**src/rtl/spi_slv_reqgen_pkg.sv**
```systemverilog
package spi_slv_reqgen_pkg;

    typedef enum logic [2:0] {
        RQ_IDLE,
        RQ_GATE,
        RQ_PULSE,
        RQ_SETTLE,
        RQ_WAIT,
        RQ_ACCESS,
        RQ_DONE
    } rq_state_e;

    typedef enum logic {
        FL_OFF,
        FL_HOLD
    } fl_state_e;

endpackage

```
**src/rtl/sel_edge_track.sv**
```systemverilog
module sel_edge_track (
    input  logic clk,
    input  logic rst_n,
    input  logic sel_n,
    input  logic fsm_idle,
    output logic sel_fall,
    output logic sel_rise,
    output logic access_q
);

    logic sel_prev;

    always_ff @(posedge clk) begin
        if (!rst_n) begin
            sel_prev <= 1'b1;
        end else begin
            sel_prev <= sel_n;
        end
    end

    assign sel_fall = sel_prev & ~sel_n;
    assign sel_rise = ~sel_prev & sel_n;

    // access opened by the master: only counts when no request is in flight
    always_ff @(posedge clk) begin
        if (!rst_n) begin
            access_q <= 1'b0;
        end else if (fsm_idle && sel_fall) begin
            access_q <= 1'b1;
        end else if (sel_rise) begin
            access_q <= 1'b0;
        end
    end

endmodule

```
**src/rtl/pulse_timer.sv**
```systemverilog
module pulse_timer #(
    parameter int CNT_W = 8
) (
    input  logic             clk,
    input  logic             rst_n,
    input  logic             load,
    input  logic [CNT_W-1:0] load_val,
    output logic             expire
);

    logic [CNT_W-1:0] cnt;

    always_ff @(posedge clk) begin
        if (!rst_n) begin
            cnt <= '0;
        end else if (load) begin
            cnt <= load_val;
        end else if (cnt != '0) begin
            cnt <= cnt - 1'b1;
        end
    end

    assign expire = (cnt == CNT_W'(1));

endmodule

```
**src/rtl/flow_hold_ctl.sv**
```systemverilog
module flow_hold_ctl
    import spi_slv_reqgen_pkg::*;
(
    input  logic clk,
    input  logic rst_n,
    input  logic flow_req,
    input  logic flow_release,
    input  logic window,
    output logic hold_o
);

    fl_state_e fl_state, fl_next;

    always_ff @(posedge clk) begin
        if (!rst_n) begin
            fl_state <= FL_OFF;
        end else begin
            fl_state <= fl_next;
        end
    end

    always_comb begin
        fl_next = fl_state;
        unique case (fl_state)
            FL_OFF:  if (flow_req && window) fl_next = FL_HOLD;
            FL_HOLD: if (flow_release)       fl_next = FL_OFF;
            default: fl_next = FL_OFF;
        endcase
    end

    always_comb begin
        hold_o = (fl_state == FL_HOLD);
    end

endmodule

```
**src/rtl/spi_slv_reqgen.sv**
```systemverilog
module spi_slv_reqgen
    import spi_slv_reqgen_pkg::*;
#(
    parameter int CNT_W      = 8,
    parameter int SETTLE_CYC = 3
) (
    input  logic             clk,
    input  logic             rst_n,
    input  logic             data_pend,
    input  logic             flow_req,
    input  logic             flow_release,
    input  logic             sel_n,
    input  logic             wire4_mode,
    input  logic [CNT_W-1:0] t2_cycles,
    output logic             irq_o,
    output logic             sel_pull_o,
    output logic             cell_en_o,
    output logic             req_done_o,
    output logic             access_o
);

    localparam logic [CNT_W-1:0] SETTLE_LD = CNT_W'(SETTLE_CYC);
    localparam logic [CNT_W-1:0] ONE_LD    = CNT_W'(1);

    rq_state_e        state, state_next;
    logic             pend_q;
    logic             mode4_q;
    logic             start;
    logic             sel_fall, sel_rise;
    logic             flow_hold;
    logic             tmr_load;
    logic [CNT_W-1:0] tmr_val;
    logic             tmr_expire;
    logic [CNT_W-1:0] t2_eff;

    sel_edge_track u_edge (
        .clk      (clk),
        .rst_n    (rst_n),
        .sel_n    (sel_n),
        .fsm_idle (state == RQ_IDLE),
        .sel_fall (sel_fall),
        .sel_rise (sel_rise),
        .access_q (access_o)
    );

    flow_hold_ctl u_flow (
        .clk          (clk),
        .rst_n        (rst_n),
        .flow_req     (flow_req),
        .flow_release (flow_release),
        .window       (access_o || (state == RQ_ACCESS)),
        .hold_o       (flow_hold)
    );

    pulse_timer #(.CNT_W(CNT_W)) u_tmr (
        .clk      (clk),
        .rst_n    (rst_n),
        .load     (tmr_load),
        .load_val (tmr_val),
        .expire   (tmr_expire)
    );

    assign t2_eff = (t2_cycles == '0) ? ONE_LD : t2_cycles;
    assign start  = (state == RQ_IDLE) && pend_q && sel_n && !access_o;

    // timer is reused: request width first, then the four-wire settle time
    always_comb begin
        tmr_load = 1'b0;
        tmr_val  = t2_eff;
        if (start && !wire4_mode) begin
            tmr_load = 1'b1;
        end else if (state == RQ_GATE) begin
            tmr_load = 1'b1;
        end else if ((state == RQ_PULSE) && tmr_expire && mode4_q) begin
            tmr_load = 1'b1;
            tmr_val  = SETTLE_LD;
        end
    end

    always_ff @(posedge clk) begin
        if (!rst_n) begin
            pend_q  <= 1'b0;
            mode4_q <= 1'b0;
        end else begin
            pend_q <= data_pend | (pend_q & ~start);
            if (start) begin
                mode4_q <= wire4_mode;
            end
        end
    end

    always_ff @(posedge clk) begin
        if (!rst_n) begin
            state <= RQ_IDLE;
        end else begin
            state <= state_next;
        end
    end

    always_comb begin
        state_next = state;
        unique case (state)
            RQ_IDLE: begin
                if (start) state_next = wire4_mode ? RQ_GATE : RQ_PULSE;
            end
            RQ_GATE: begin
                state_next = RQ_PULSE;
            end
            RQ_PULSE: begin
                if (tmr_expire) state_next = mode4_q ? RQ_SETTLE : RQ_WAIT;
            end
            RQ_SETTLE: begin
                if (tmr_expire) state_next = sel_n ? RQ_WAIT : RQ_ACCESS;
            end
            RQ_WAIT: begin
                if (!sel_n) state_next = RQ_ACCESS;
            end
            RQ_ACCESS: begin
                if (sel_n) state_next = RQ_DONE;
            end
            RQ_DONE: begin
                state_next = RQ_IDLE;
            end
            default: state_next = RQ_IDLE;
        endcase
    end

    always_comb begin
        irq_o      = 1'b0;
        sel_pull_o = flow_hold;
        cell_en_o  = 1'b1;
        req_done_o = 1'b0;
        unique case (state)
            RQ_IDLE, RQ_WAIT, RQ_ACCESS: ;
            RQ_GATE:   cell_en_o = 1'b0;
            RQ_PULSE: begin
                if (mode4_q) begin
                    sel_pull_o = 1'b1;
                    cell_en_o  = 1'b0;
                end else begin
                    irq_o = 1'b1;
                end
            end
            RQ_SETTLE: cell_en_o  = 1'b0;
            RQ_DONE:   req_done_o = 1'b1;
            default: ;
        endcase
    end

endmodule

```
**config.mk**
```make
export PLATFORM = sky130hd
export DESIGN_NAME = spi_slv_reqgen
export DESIGN_NICKNAME = d
export VERILOG_FILES = /design/src/rtl/spi_slv_reqgen_pkg.sv /design/src/rtl/sel_edge_track.sv /design/src/rtl/pulse_timer.sv /design/src/rtl/flow_hold_ctl.sv /design/src/rtl/spi_slv_reqgen.sv
export SDC_FILE = /design/constraint.sdc
export NUM_CORES = 1
export LEC_CHECK = 0
export CAP_MARGIN = 20
export CORE_AREA = 3 3 52 54
export DETAILED_ROUTE_END_ITERATION = 10
export DIE_AREA = 0 0 55 57
export PLACE_DENSITY = 0.71
export SETUP_SLACK_MARGIN = 0.2
export SLEW_MARGIN = 15
export SYNTH_ARGS = -nofsm -noshare
export SYNTH_HDL_FRONTEND = slang
export SYNTH_SLANG_ARGS = --single-unit
```
**constraint.sdc**
```tcl
create_clock -name clk -period 1.55 [get_ports clk]
set_input_delay 0.155 -clock clk [delete_from_list [all_inputs] [get_ports clk]]
set_output_delay 0.155 -clock clk [all_outputs]
set_load 0.05 [all_outputs]
```
==> results.cfg <==
[route]
firstDrtPassIters = 4
vias = 1163
viasPerCell = 5.73
wl_per_cell_um = 16.4
ant_nets = 0
drc = 0
drt-initial-drc-count = 16
wl_um = 3340

[synth]
synth_cell_types = 38
synth_ff_type = dfxtp_1
synthAdderAreaFrac = 0.0245
async_flop_share = 0
yosysWarnings = 0
synth-seq-cells = 16
synthSimpleGateAreaFrac = 0.340
synthMuxAreaShare = 0.00982
syn-num-nets = 140
syn_avg_cell_area_um2 = 8.29
synth_top_family_by_area = simple AND/OR/NAND/NOR gates
synth_xor_area_frac = 0.0258
netlist_instances = 123
ys_seq_area_frac = 0.314
synth_compound_area_frac = 0.234
syn-cell-area_um2 = 1020
synth_edf_count = 0

[finish]
fin_nets = 194
final_cells = 203
antenna_cells = 0
final_cell_mix = buf_4 (26), clkdlybuf4s50_1 (14), nand2_1 (11), buf_6 (11), a21oi_1 (10)
final_common_cell = buf_4
drive_gt1_frac = 0.491
area_growth_pct = 72.4

[power_and_ir_drop]
vdd_drop_max_v = 0.00110
power_leakage_nw = 0.680
power.density_nw_per_um2 = 1800
fin_total_pwr_mw = 3.16

[place]
place_ws_ns = -0.0983
post-dp-hpwl_um = 2090
dp_cells = 184
portBuffers = 19
place_congestion = 0.797

[worst_setup_path]
r2r_slack_ns = -0.08
cp.arrival_ns = 1.85
r2r-start = u_tmr.cnt[1]$_SDFFE_PN0P_
critPathKind = register to register
crit_path_start_kind = register
reg2reg_depth = 6
path_max_fanout = 4
end_kind = register
critPathRequiredTime_ns = 1.77
worst_r2r_endpoint = u_tmr.cnt[1]$_SDFFE_PN0P_

[sta]
period_share = 1.05
slew_headroom = 0.744
finClkSkew_ns = 0.00482
setup_viol = 8
tightest_slew_ns = 0.381
fin_crit_ns = 1.63
max_freq_mhz = 613
rsz0062_at_grt = true
fin_ws_ns = -0.0803
slew_viol_final = 0
hold_violations = 0

[clocking]
h-tree-depth = 1
clock_latency_ns = 0.28
clockBufferDepth = 2
cts.sinks = 16
clk_pin_slew_worst_paths_ns = 0.09
cts_tree = built
cts_inserted_buffers = 3
ctsHoldBuffers = 0
cts.root.buffer_cell = clkbuf_4

[floorplanning]
die_area_um2 = 3140
core_area_um2 = 2250
rows = 17
start_util = 0.452
dieWidth_um = 55
io_pins = 20
die_y_um = 57

[global_route]
antenna_found_initial = 0
grt-ovfl-total = 0
grt.total_usage = 0.215
grt_max_degree = 9
grt_pass1_wl_um = 5040
grt_pass1_vias = 1167

[hold_path]
hold_class = primary input to register
worstHoldStart = t2_cycles[5]
hold_depth = 3
hold_path_end = u_tmr.cnt[5]$_SDFFE_PN0P_

[run_status]
outcome = finished with violations
violations = negative setup slack

[job]
drv_cap = 0
Yosys cell counts, drive strengths merged (2+ instances only):
cell type | count | area (µm²)
or3b | 2 | 17.5
ha | 2 | 25.0
nand2b | 6 | 37.5
buf | 4 | 26.3
xnor2 | 2 | 17.5
o21a | 4 | 30.0
nor2 | 4 | 15.0
nand3 | 5 | 25.0
inv | 5 | 18.8
a31oi | 3 | 18.8
or2 | 2 | 12.5
a21oi | 16 | 80.1
nor2b | 3 | 18.8
o21ai | 2 | 10.0
nor3 | 8 | 51.3
o211ai | 5 | 37.5
nand2 | 12 | 45.0
clkbuf | 2 | 7.51
nor4 | 5 | 52.6
a32o | 2 | 20.0
dfxtp | 16 | 320
routing by layer:
metal	routed length, µm	part of all wire	GRT usage	vias up
met2	1770	0.53	0.351	33
met3	122	0.037	0.0313	10
met4	71	0.021	0.104	0
met5	0	0	0	-
li1	-	-	-	562
met1	1370	0.41	0.270	558
metrics by stage:
stage | TNS, ns | util | hold WS [ns] | area (µm²)
floorplan | 0 | - | 0.261 | 1070
global placement | -0.249 | 0.632 | 0.455 | 1420
detailed placement | -0.387 | 0.632 | 0.466 | 1420
CTS | -0.199 | 0.714 | 0.454 | 1610
global route | -0.755 | 0.780 | 0.465 | 1760
finish | -0.303 | 0.780 | 0.464 | 1760
worst max-delay path, cell delays in order (launching register included):
cell and delay, ns:
dfxtp_4 0.36, inv_4 0.06, ha_4 0.12, or3b_4 0.41, nor3_4 0.23, and3_4 0.23
a32o_1 0.16
cell families (layout without fill, tap and decap cells):
logic type / after synthesis / in the layout
multiplexers: 1 / 1
XOR/XNOR: 3 / 3
buffers and inverters: 11 / 63
adder cells (fa/ha/maj): 2 / 2
AO/OA/AOI/OAI: 37 / 37
AND/OR/NAND/NOR: 53 / 53
flip-flops: 16 / 16
final cells by class:
| type | count | area, µm² |
|---|---|---|
| Multi-Input combinational cell | 96 | 807 |
| Timing Repair Buffer | 55 | 529 |
| Fill cell | 159 | 497 |
| Sequential cell | 16 | 343 |
| Tap cell | 28 | 35.0 |
| Clock buffer | 3 | 22.5 |
| Inverter | 5 | 21.3 |
repair_timing:
item | in CTS | in global routing
gates cloned | 0 | 0
buffers inserted | 11 | 5
pin swaps | 7 | 9
endpoints found under the setup margin | 15 | 17
resized for setup | 27 | 25
hold endpoints to repair | 0 | 0
state kept, by name, summed over array words and instances, names as in the netlist:
| name | cells |
|---|---|
| u_edge.sel_prev | 1 |
| u_flow.hold_o | 1 |
| state | 3 |
| mode4_q | 1 |
| pend_q | 1 |
| u_edge.access_q | 1 |
| u_tmr.cnt | 8 |
power breakdown:
part           total (mW)  switching (mW)  internal [mW]
logic                2.21            1.04           1.17
clock network       0.216           0.126         0.0900
registers           0.739           0.165          0.574
worst max path at each step:
stage	cells after the start	startpoint	endpoint
6_report	6	u_tmr.cnt[1]$_SDFFE_PN0P_	u_tmr.cnt[1]$_SDFFE_PN0P_
2_1_floorplan	6	u_tmr.cnt[0]$_SDFFE_PN0P_	u_tmr.cnt[1]$_SDFFE_PN0P_
4_1_cts	6	u_tmr.cnt[0]$_SDFFE_PN0P_	u_tmr.cnt[1]$_SDFFE_PN0P_
3_5_place_dp	6	wire4_mode	u_tmr.cnt[1]$_SDFFE_PN0P_
3_3_place_gp	6	wire4_mode	u_tmr.cnt[0]$_SDFFE_PN0P_
5_1_grt	6	u_tmr.cnt[1]$_SDFFE_PN0P_	u_tmr.cnt[1]$_SDFFE_PN0P_
Power figures use the tool's default switching activity.
